<file path="config.mk">
export PLATFORM = sky130hd
export DESIGN_NAME = hs_idle_monitor
export DESIGN_NICKNAME = d
export VERILOG_FILES = /design/src/rtl/hsm_pkg.sv /design/src/rtl/hsm_timer.sv /design/src/rtl/hsm_ctrl.sv /design/src/rtl/hs_idle_monitor.sv
export SDC_FILE = /design/constraint.sdc
export NUM_CORES = 1
export LEC_CHECK = 0
export BUFFER_PORTS_ARGS = -buffer_cell sky130_fd_sc_hd__buf_2
export CORE_AREA = 2 2 54 66
export DETAILED_ROUTE_END_ITERATION = 12
export DIE_AREA = 0 0 56 68
export PLACE_DENSITY = 0.72
export SYNTH_ARGS = -nofsm -noshare
export SYNTH_HDL_FRONTEND = slang
export SYNTH_SLANG_ARGS = --single-unit
</file>
<file path="constraint.sdc">
create_clock -name clk -period 2 [get_ports clk]
set_input_delay 0 -clock clk [delete_from_list [all_inputs] [get_ports clk]]
set_output_delay 0 -clock clk [all_outputs]
set_load 0.03 [all_outputs]
</file>
<file path="src/rtl/hsm_pkg.sv">
// Package: shared encodings for the idle/suspend monitor.
// Assumes the line decoder presents SE0/J/K/SE1 on two bits as below.
package hsm_pkg;

    typedef enum logic [1:0] {
        LS_SE0 = 2'b00,
        LS_J   = 2'b01,
        LS_K   = 2'b10,
        LS_SE1 = 2'b11
    } line_t;

    typedef enum logic [1:0] {
        ST_RUN     = 2'b00,   // operating, counting idle time
        ST_PROBE   = 2'b01,   // reverted to full speed, settling
        ST_SLEEP   = 2'b10,   // suspended
        ST_HANDOFF = 2'b11    // waiting for the chirp handshake
    } mon_state_t;

endpackage

</file>
<file path="src/rtl/hsm_timer.sv">
// Module: tick-driven window counter.
// Counts enabled ticks, saturates at MAX_COUNT, clears synchronously.
// Assumes clr has priority over en.
module hsm_timer #(
    parameter int MAX_COUNT = 3000,
    localparam int CW = $clog2(MAX_COUNT + 1)
) (
    input  logic          clk,
    input  logic          rst_n,
    input  logic          clr,
    input  logic          en,
    output logic [CW-1:0] cnt
);

    // Saturating count of enabled ticks.
    always_ff @(posedge clk) begin
        if (!rst_n || clr) begin
            cnt <= '0;
        end else if (en && (cnt != CW'(MAX_COUNT))) begin
            cnt <= cnt + 1'b1;
        end
    end


    hold_without_tick_chk: assert property (@(posedge clk) disable iff (!rst_n)
        (!clr && !en) |=> $stable(cnt));


    no_wrap_chk: assert property (@(posedge clk) disable iff (!rst_n)
        (!clr && cnt != '0) |=> (cnt != '0));

endmodule

</file>
<file path="src/rtl/hsm_ctrl.sv">
// Module: state machine for the idle/suspend/reset/resume decisions.
// Uses an idle/settle counter (A) and a line-stability counter (B),
// both external; it only produces their clear/enable strobes.
// Assumes tick is a single-cycle strobe and line_state is already synchronised.
module hsm_ctrl
    import hsm_pkg::*;
#(
    parameter int IDLE_TICKS   = 3000,
    parameter int SETTLE_TICKS = 100,
    parameter int RST_TICKS    = 3,
    parameter int RESUME_TICKS = 20000,
    localparam int AW = $clog2(((IDLE_TICKS > SETTLE_TICKS) ? IDLE_TICKS : SETTLE_TICKS) + 1),
    localparam int BW = $clog2(((RST_TICKS > RESUME_TICKS) ? RST_TICKS : RESUME_TICKS) + 1)
) (
    input  logic          clk,
    input  logic          rst_n,
    input  logic          tick,
    input  logic [1:0]    line_state,
    input  logic          bus_active,
    input  logic          hand_done,
    input  logic          hand_hs,
    input  logic [AW-1:0] cnt_a,
    input  logic [BW-1:0] cnt_b,
    output logic          clr_a,
    output logic          en_a,
    output logic          clr_b,
    output logic          en_b,
    output logic          pullup_en,
    output logic          hs_term_en,
    output logic          suspended,
    output logic          reset_det,
    output logic          resume_done
);

    mon_state_t st_q;
    logic       hs_q;        // current operating speed
    logic       spd_q;       // speed latched at reversion
    logic [1:0] prev_q;      // line sample from the previous cycle
    logic       rst_q;
    logic       res_q;

    logic idle_cnt_on, idle_fire, probe_fire, line_steady, wake_rst, wake_res;

    // Previous line sample for stability tracking.
    always_ff @(posedge clk) begin
        if (!rst_n) prev_q <= LS_J;
        else        prev_q <= line_state;
    end

    // Window strobes and decision conditions.
    always_comb begin
        idle_cnt_on = ((st_q == ST_RUN) && !bus_active) || (st_q == ST_PROBE);
        idle_fire   = (st_q == ST_RUN) && !bus_active && tick
                      && (cnt_a == AW'(IDLE_TICKS - 1));
        probe_fire  = (st_q == ST_PROBE) && tick && (cnt_a == AW'(SETTLE_TICKS - 1));
        clr_a       = !idle_cnt_on || idle_fire || probe_fire;
        en_a        = tick;

        line_steady = (line_state == prev_q);
        clr_b       = (st_q != ST_SLEEP) || !line_steady
                      || !((line_state == LS_SE0) || (line_state == LS_K));
        en_b        = tick;

        wake_res    = (st_q == ST_SLEEP) && (prev_q == LS_K) && (line_state != LS_K)
                      && (cnt_b >= BW'(RESUME_TICKS));
        wake_rst    = (st_q == ST_SLEEP) && (prev_q == LS_SE0) && line_steady
                      && (cnt_b >= BW'(RST_TICKS));
    end

    // Main state, speed bookkeeping and output pulses.
    always_ff @(posedge clk) begin
        if (!rst_n) begin
            st_q  <= ST_RUN;
            hs_q  <= 1'b0;
            spd_q <= 1'b0;
            rst_q <= 1'b0;
            res_q <= 1'b0;
        end else begin
            rst_q <= 1'b0;
            res_q <= 1'b0;
            unique case (st_q)
                ST_RUN: begin
                    if (idle_fire) begin
                        spd_q <= hs_q;
                        hs_q  <= 1'b0;
                        st_q  <= ST_PROBE;
                    end
                end
                ST_PROBE: begin
                    if (probe_fire) begin
                        if (line_state == LS_J) begin
                            st_q <= ST_SLEEP;
                        end else if (line_state == LS_SE0) begin
                            rst_q <= 1'b1;
                            st_q  <= ST_HANDOFF;
                        end else begin
                            hs_q <= spd_q;
                            st_q <= ST_RUN;
                        end
                    end
                end
                ST_SLEEP: begin
                    if (wake_res) begin
                        hs_q  <= spd_q;
                        res_q <= 1'b1;
                        st_q  <= ST_RUN;
                    end else if (wake_rst) begin
                        rst_q <= 1'b1;
                        st_q  <= ST_HANDOFF;
                    end
                end
                ST_HANDOFF: begin
                    if (hand_done) begin
                        hs_q <= hand_hs;
                        st_q <= ST_RUN;
                    end
                end
                default: st_q <= ST_RUN;
            endcase
        end
    end

    // Pad controls and flags derived from state.
    always_comb begin
        hs_term_en  = (st_q == ST_RUN) && hs_q;
        pullup_en   = !hs_term_en;
        suspended   = (st_q == ST_SLEEP);
        reset_det   = rst_q;
        resume_done = res_q;
    end


    rst_pulse_chk: assert property (@(posedge clk) disable iff (!rst_n)
        reset_det |=> !reset_det);


    rst_after_se0_chk: assert property (@(posedge clk) disable iff (!rst_n)
        reset_det |-> ($past(line_state) == LS_SE0));


    resume_src_chk: assert property (@(posedge clk) disable iff (!rst_n)
        resume_done |-> ($past(st_q) == ST_SLEEP) && ($past(prev_q) == LS_K));


    sleep_from_j_chk: assert property (@(posedge clk) disable iff (!rst_n)
        $rose(suspended) |-> ($past(line_state) == LS_J));


    term_drop_idle_chk: assert property (@(posedge clk) disable iff (!rst_n)
        $fell(hs_term_en) |-> !$past(bus_active));

endmodule

</file>
<file path="src/rtl/hs_idle_monitor.sv">
// Module: top of the device-side high-speed idle suspend/reset discriminator.
// Wires two window counters to the decision state machine.
// Assumes tick is a one-cycle timebase strobe (default 1 us).
module hs_idle_monitor #(
    parameter int IDLE_TICKS   = 3000,
    parameter int SETTLE_TICKS = 100,
    parameter int RST_TICKS    = 3,
    parameter int RESUME_TICKS = 20000,
    localparam int A_MAX = (IDLE_TICKS > SETTLE_TICKS) ? IDLE_TICKS : SETTLE_TICKS,
    localparam int B_MAX = (RST_TICKS > RESUME_TICKS) ? RST_TICKS : RESUME_TICKS,
    localparam int AW    = $clog2(A_MAX + 1),
    localparam int BW    = $clog2(B_MAX + 1)
) (
    input  logic       clk,
    input  logic       rst_n,
    input  logic       tick,
    input  logic [1:0] line_state,
    input  logic       bus_active,
    input  logic       hand_done,
    input  logic       hand_hs,
    output logic       pullup_en,
    output logic       hs_term_en,
    output logic       suspended,
    output logic       reset_det,
    output logic       resume_done
);

    logic [AW-1:0] cnt_a;
    logic [BW-1:0] cnt_b;
    logic clr_a, en_a, clr_b, en_b;

    hsm_timer #(.MAX_COUNT(A_MAX)) u_idle_timer (
        .clk(clk), .rst_n(rst_n), .clr(clr_a), .en(en_a), .cnt(cnt_a)
    );

    hsm_timer #(.MAX_COUNT(B_MAX)) u_line_timer (
        .clk(clk), .rst_n(rst_n), .clr(clr_b), .en(en_b), .cnt(cnt_b)
    );

    hsm_ctrl #(
        .IDLE_TICKS(IDLE_TICKS), .SETTLE_TICKS(SETTLE_TICKS),
        .RST_TICKS(RST_TICKS),   .RESUME_TICKS(RESUME_TICKS)
    ) u_ctrl (
        .clk(clk), .rst_n(rst_n), .tick(tick), .line_state(line_state),
        .bus_active(bus_active), .hand_done(hand_done), .hand_hs(hand_hs),
        .cnt_a(cnt_a), .cnt_b(cnt_b),
        .clr_a(clr_a), .en_a(en_a), .clr_b(clr_b), .en_b(en_b),
        .pullup_en(pullup_en), .hs_term_en(hs_term_en), .suspended(suspended),
        .reset_det(reset_det), .resume_done(resume_done)
    );

endmodule

</file>
==> results by group, run 1 <==
Run status
  – Outcome: complete, no violations

CTS
  – Clock slew at reported path FFs: 70 ps
  – Num CTS Buffers: 5
  – H-tree Lvls: 2
  – Clk root buf: clkbuf_8
  – Clock Sinks: 35
  – Longest Clk Path Bufs: 2
  – Worst-Skew Late Latency: 290 ps
  – CTS tree: yes

Pwr
  – Leak: 0.788 nW
  – Maximum VDD drop: 0.495 mV
  – Total Power: 1.24 mW
  – PwrDens: 586 mW/mm^2

Setup path
  – Required time worst endpoint: 2180 ps
  – Crit path max fanout: 4
  – WS Path Type: reg -> reg
  – Critical path startpoint: u_idle_timer.cnt[9]
  – CP arrival: 2140 ps
  – Crit path launch type: flip-flop
  – Reg2Reg Launch Point: u_idle_timer.cnt[9]
  – Worst Setup End Kind: flip-flop

Floorplan
  – Cell row count: 23
  – Die area: 0.00381 mm^2
  – Core area: 0.00322 mm^2
  – Die Y-Extent: 68 um
  – Initial Util: 56.1%
  – Die Wd: 56 um
  – # IOs: 13

Place
  – Post-DP HPWL: 2.77 mm
  – Routability cong.: 0.862
  – Placed cells: 264
  – Port buffer count: 12

Route
  – Detail Route Antenna Nets: 0
  – Vias post-DR: 1569
  – Routed WL: 3.86 mm
  – Iter 0 DRT Violations: 77
  – Drt wl/cell: 14.0 um
  – Detailed Routing Iterations Pass 1: 4
  – DR vias/cell: 5.68
  – Drc violations: 0

Logic synthesis
  – Top_reg_cell synth: dfxtp_1
  – Register bit total from synthesis: 35
  – Post-synth EDFFs: 0
  – Sequential fraction of the synthesis area: 38.8%
  – Ys async rst share: 0%
  – Commonest cells post-synth: dfxtp_1 (35), nor2_1 (27), nand2_1 (23), xor2_1 (15), inv_1 (11)
  – Yosys top cell area share: 38.8%
  – Netlist cell types: 44
  – Most common cell in the netlist: dfxtp_1
  – Syn nets: 230
  – Post-Syn Area: 0.00181 mm^2
  – Syn. warnings: 0
  – Cell taking the most area after synthesis: dfxtp_1
  – Mean Syn Cell Area: 8.48 um^2
  – Syn Inst Count: 213
  – Synth top area cells: dfxtp_1 (39%), xor2_1 (7.3%), ha_1 (6.2%)

Timing
  – Final period util: 97.9%
  – Hold Slack: 19.0 ps
  – Final setup fails: 0
  – Minimum clock period: 1960 ps
  – Slew margin rel.: 63.0%
  – Max Fclk: 0.511 GHz
  – Clock Skew: 7.07 ps
  – Endpoints failing hold: 0
  – Worst slew pin tran: 549 ps
  – Fin. max-slew vios: 0
  – Setup TNS: 0 ps

GRT
  – Global Route Usage Sum: 22.2%
  – Initial antenna violation count: 0
  – Grt ovf: 0
  – First-pass GRT wire length: 6.51 mm
  – Vias in the first global route: 1532
  – Largest net degree at the start of global routing: 16

Finish
  – Area Overhead vs Synth: 16.8%
  – Share of layout cells above drive strength 1: 17.2%
  – Fillers: 271
  – # nets final: 255
  – N_diodes: 0
  – Cell Count, Final, Fillers Out: 276

Hold path
  – Hold Startpoint: rst_n
  – Hold Path Class: in -> reg

Flow run
  – Max cap viols: 0
-- stage by stage --
| step | cell area, um^2 | utilization, % | setup slack, ps |
|---|---|---|---|
| after detailed placement | 1950 | 60.5 | 52.1 |
| after floorplan | 1810 | - | 37.2 |
| final | 2110 | 65.5 | 42.8 |
| after global routing | 2110 | 65.5 | -23.6 |
| after global placement | 1950 | 60.5 | 95.2 |
| after CTS | 2070 | 64.2 | 11.4 |
-- report_power, final --
part	total (mW)	internal, mW	switching (mW)
Sequential	0.703	0.700	0.00294
Combinational	0.0449	0.0210	0.0239
Clock	0.488	0.244	0.244
-- logic make-up after synthesis --
| group | after synthesis | synth area share [%] |
|---|---|---|
| flip-flops | 35 | 38.8 |
| XOR/XNOR | 19 | 9.21 |
| AO/OA/AOI/OAI | 31 | 12.1 |
| AND/OR/NAND/NOR | 98 | 28.0 |
| multiplexers | 3 | 1.66 |
| adder cells (fa/ha/maj) | 9 | 6.23 |
| buffers and inverters | 18 | 4.02 |
-- layout make-up --
cell class	instances	area, um^2	area share [%]
flip-flops and latches	35	701	33.2
repair buffers	25	165	7.82
well taps	37	46.3	2.19
clock buffers	7	76.3	3.62
clock inverters	1	5.00	0.237
inverters	11	41.3	1.96
multi-input cells	160	1080	51.0
-- worst max-delay path, cell delays in order (launching register included) --
cell and delay (ps):
dfxtp_1 340, or4_4 560, o41ai_4 340, nand3_2 160
a21o_1 200, a32o_2 260
-- cell usage in the layout (no fill, tap or decap), drive strengths merged, types with 7 or more instances in the layout --
| cell type | netlist | layout |
|---|---|---|
| a21oi | 10 | 10 |
| buf | 2 | 22 |
| o21ai | 8 | 8 |
| nand2 | 23 | 23 |
| clkbuf | 5 | 7 |
| dfxtp | 35 | 35 |
| nand4 | 9 | 9 |
| nor2 | 27 | 27 |
| inv | 11 | 11 |
| xor2 | 15 | 15 |
| ha | 9 | 9 |
-- layer usage --
layer	share of wire [%]	track usage (%)	vias to the layer above
li1	-	-	799
met1	41	22.9	728
met2	54	40.9	36
met3	4.0	6.62	6
met4	1.2	11.6	0
met5	0	0	-
-- worst paths after layout --
check             cells past startpoint  slack, ps        endpoint
hold reg to reg                       2        480    u_ctrl.spd_q
setup / recovery                      5         40  u_ctrl.st_q[1]
setup reg to reg                      5         40  u_ctrl.st_q[1]
hold / removal                        3         20  u_ctrl.st_q[0]
-- registers in the layout (all words and copies together) (netlist names) --
register and flops:
u_ctrl.st_q 2, u_line_timer.cnt 15, u_idle_timer.cnt 12, u_ctrl.resume_done 1, u_ctrl.spd_q 1, u_ctrl.hs_q 1, u_ctrl.reset_det 1, u_ctrl.prev_q 2
-- what timing repair did --
| action | CTS | global route |
|---|---|---|
| setup buffers | 0 | 1 |
| hold endpoints to repair | 2 | 0 |
| hold buffers | 3 | 0 |
| cloned | 0 | 0 |
| resized for setup | 1 | 6 |
| pin swaps | 0 | 2 |
| endpoints found under the setup margin | 1 | 3 |
No activity file was read; power rests on OpenSTA's default activity.
==> run 2, diff against run 1 <==
--- a/config.mk
+++ b/config.mk
@@ -10,6 +10,7 @@
 export DETAILED_ROUTE_END_ITERATION = 12
 export DIE_AREA = 0 0 56 68
 export PLACE_DENSITY = 0.72
+export REMOVE_ABC_BUFFERS = 1
 export SYNTH_ARGS = -nofsm -noshare
 export SYNTH_HDL_FRONTEND = slang
 export SYNTH_SLANG_ARGS = --single-unit
==> results by group, run 2 (synthesis results as in run 1) <==
Run status
  – Outcome: complete, no violations

Timing
  – Endpoints failing hold: 0 (unchanged)
  – Max Fclk: 0.515 GHz (+0.75%)
  – Minimum clock period: 1940 ps (-14.5 ps)
  – Fin. max-slew vios: 0 (unchanged)
  – PnR worst setup slack: 57.4 ps (+14.5 ps)
  – Clock Skew: 2.80 ps (-4.27 ps)
  – Final setup fails: 0 (unchanged)
  – Final period util: 97.1% (-0.73 points)
  – Worst slew pin tran: 504 ps (-44.8 ps)
  – Slew margin rel.: 66.0% (+3.0 points)

Finish
  – Top reg by flops: u_line_timer.cnt
  – Share of layout cells above drive strength 1: 21.3% (+4.1 points)
  – Fillers: 287 (+5.9%)
  – Most common cell after layout, fill and taps aside: dfxtp_1
  – # nets final: 256 (+0.39%)
  – Area Overhead vs Synth: 18.6%
  – Most frequent cells in the layout: dfxtp_1 (32), nor2_1 (27), nand2_1 (23), xor2_1 (15)
  – N_diodes: 0 (unchanged)
  – Sequential Area: 704 um^2 (+0.54%)
  – Multi-input combinational cell area: 0.00108 mm^2 (+0.47%)
  – Max reg flops: 15 (unchanged)
  – Cell Count, Final, Fillers Out: 277 (+0.36%)
  – Layout Utilization: 66.5% (+1.0 points)
  – Biggest regs: u_line_timer.cnt x15, u_idle_timer.cnt x12

Setup path
  – WS Path Type: reg -> reg
  – Crit path max fanout: 4 (unchanged)
  – Slowest stage delay, CP: 550 ps (about the same)
  – CP arrival: 2130 ps (about the same)
  – Worst-path cell chain: or4_4 > o41ai_4 > nand3_2 > a21o_1 > a32o_2
  – Crit path launch type: flip-flop
  – Worst Setup End Kind: flip-flop
  – Reg2reg setup slack: 60 ps (about the same)
  – Reg2Reg Launch Point: u_idle_timer.cnt[2]
  – Register-to-Register Path Depth: 5 (unchanged)
  – Required time worst endpoint: 2180 ps (about the same)
  – Slowest library cell on the worst path: or4_4
  – R2r endpoint: u_ctrl.st_q[1]

Hold path
  – WHS Endpoint: u_ctrl.prev_q[0]
  – Hold Path Depth: 2 (-1)
  – Hold Path Class: in -> reg
  – Hold Startpoint: rst_n

GRT
  – Largest net degree at the start of global routing: 16 (unchanged)
  – Global Route Usage Sum: 22.2% (unchanged)
  – Vias in the first global route: 1567 (+2.3%)
  – First-pass GRT wire length: 6.61 mm (+1.5%)
  – Initial antenna violation count: 0 (unchanged)
  – Grt ovf: 0 (unchanged)

Floorplan
  – Cell row count: 23 (unchanged)
  – Die Wd: 56 um (unchanged)
  – # IOs: 13 (unchanged)
  – Die area: 0.00381 mm^2 (unchanged)
  – Die Y-Extent: 68 um (unchanged)
  – Initial Util: 56.1% (unchanged)
  – Core area: 0.00322 mm^2 (unchanged)

Place
  – Port buffer count: 12 (unchanged)
  – DP Worst Slack: -31.2 ps (-83.3 ps)
  – Post-DP HPWL: 2.88 mm (+3.7%)
  – Routability cong.: 0.833 (-3.4%)
  – Placed cells: 265 (+0.38%)

Route
  – Iter 0 DRT Violations: 71 (-7.8%)
  – Detail Route Antenna Nets: 0 (unchanged)
  – DR vias/cell: 5.78 (+1.6%)
  – Drt wl/cell: 14.5 um (+3.6%)
  – Drc violations: 0 (unchanged)
  – Routed WL: 4.02 mm (+3.9%)
  – Detailed Routing Iterations Pass 1: 4 (unchanged)
  – Vias post-DR: 1600 (+2.0%)

CTS
  – Num CTS Buffers: 5 (unchanged)
  – CTS tree: yes
  – Worst-Skew Late Latency: 290 ps (about the same)
  – H-tree Lvls: 2 (unchanged)
  – Longest Clk Path Bufs: 2 (unchanged)
  – Clock slew at reported path FFs: 70 ps (about the same)
  – Clock Sinks: 35 (unchanged)
  – Clk root buf: clkbuf_8

Pwr
  – Maximum VDD drop: 0.601 mV (+21%)
  – PwrDens: 606 mW/mm^2 (+3.5%)
  – Leak: 0.806 nW (+2.3%)

Flow run
  – Max cap viols: 0 (unchanged)
run 2: cell count changes in the layout (fill, tap and decap cells not counted), moves of 2 or more:
cell	previous run	this run
dfxtp_1	35	32
buf_4	10	12
clkbuf_8	5	7
dfxtp_2	0	3
run 2: worst max-delay path, delay by kind of cell (launching register included):
| family | cells | cell delay (ps) |
|---|---|---|
| AND/OR/NAND/NOR | 2 | 720 |
| flip-flops | 1 | 340 |
| AO/OA/AOI/OAI | 3 | 770 |
run 2: how the worst max path moves through the flow:
stage                                    from                   to  slack [ps]  cells past startpoint
final                     u_idle_timer.cnt[2]       u_ctrl.st_q[1]          60                      5
after global routing      u_idle_timer.cnt[2]       u_ctrl.st_q[1]          -9                      5
after CTS                 u_idle_timer.cnt[7]          u_ctrl.hs_q           7                      5
after detailed placement  u_idle_timer.cnt[1]       u_ctrl.st_q[0]         -30                      6
after global placement    u_idle_timer.cnt[7]       u_ctrl.st_q[1]         100                      5
after floorplan           u_idle_timer.cnt[7]  u_idle_timer.cnt[0]          50                      5
run 2: per-stage QoR:
step | TNS, ps | power [mW] | instance area [um^2] | hold slack (ps)
floorplan | 0 | 0.736 | 1780 | 87.5
detailed placement | -31.2 | 0.757 | 1960 | 270
CTS | 0 | 1.31 | 2090 | 8.29
global placement | 0 | 0.755 | 1960 | 260
finish | 0 | 1.30 | 2140 | 17.0
global route | -9.42 | 1.35 | 2140 | 38.6
run 2: area by class of cell:
cell class / count / share of cell area [%]
Tap cell: 37 / 2.16
Clock buffer: 8 / 4.67
Sequential cell: 35 / 32.9
Inverter: 11 / 1.93
Timing Repair Buffer: 26 / 7.94
Multi-Input combinational cell: 160 / 50.4
run 2: per-layer routing:
| layer | up-vias | GRT usage (%) | part of all wire, % |
|---|---|---|---|
| met4 | 0 | 13.1 | 3.6 |
| met1 | 738 | 23.7 | 41 |
| met5 | - | 0 | 0 |
| met2 | 45 | 39.6 | 52 |
| met3 | 17 | 6.05 | 4.0 |
| li1 | 800 | - | - |
run 2: where the power goes:
group | internal [mW] | switching, mW | leakage [nW]
Clock | 0.314 | 0.239 | 0.0515
Combinational | 0.0198 | 0.0235 | 0.470
Sequential | 0.700 | 0.00300 | 0.284
run 2: repair_timing:
action,4_1_cts,5_1_grt
setup buffers,0,2
hold endpoints to repair,2,0
gates resized for setup,2,12
endpoints found under the setup margin,2,3
hold buffers,2,0
pin swaps,0,5
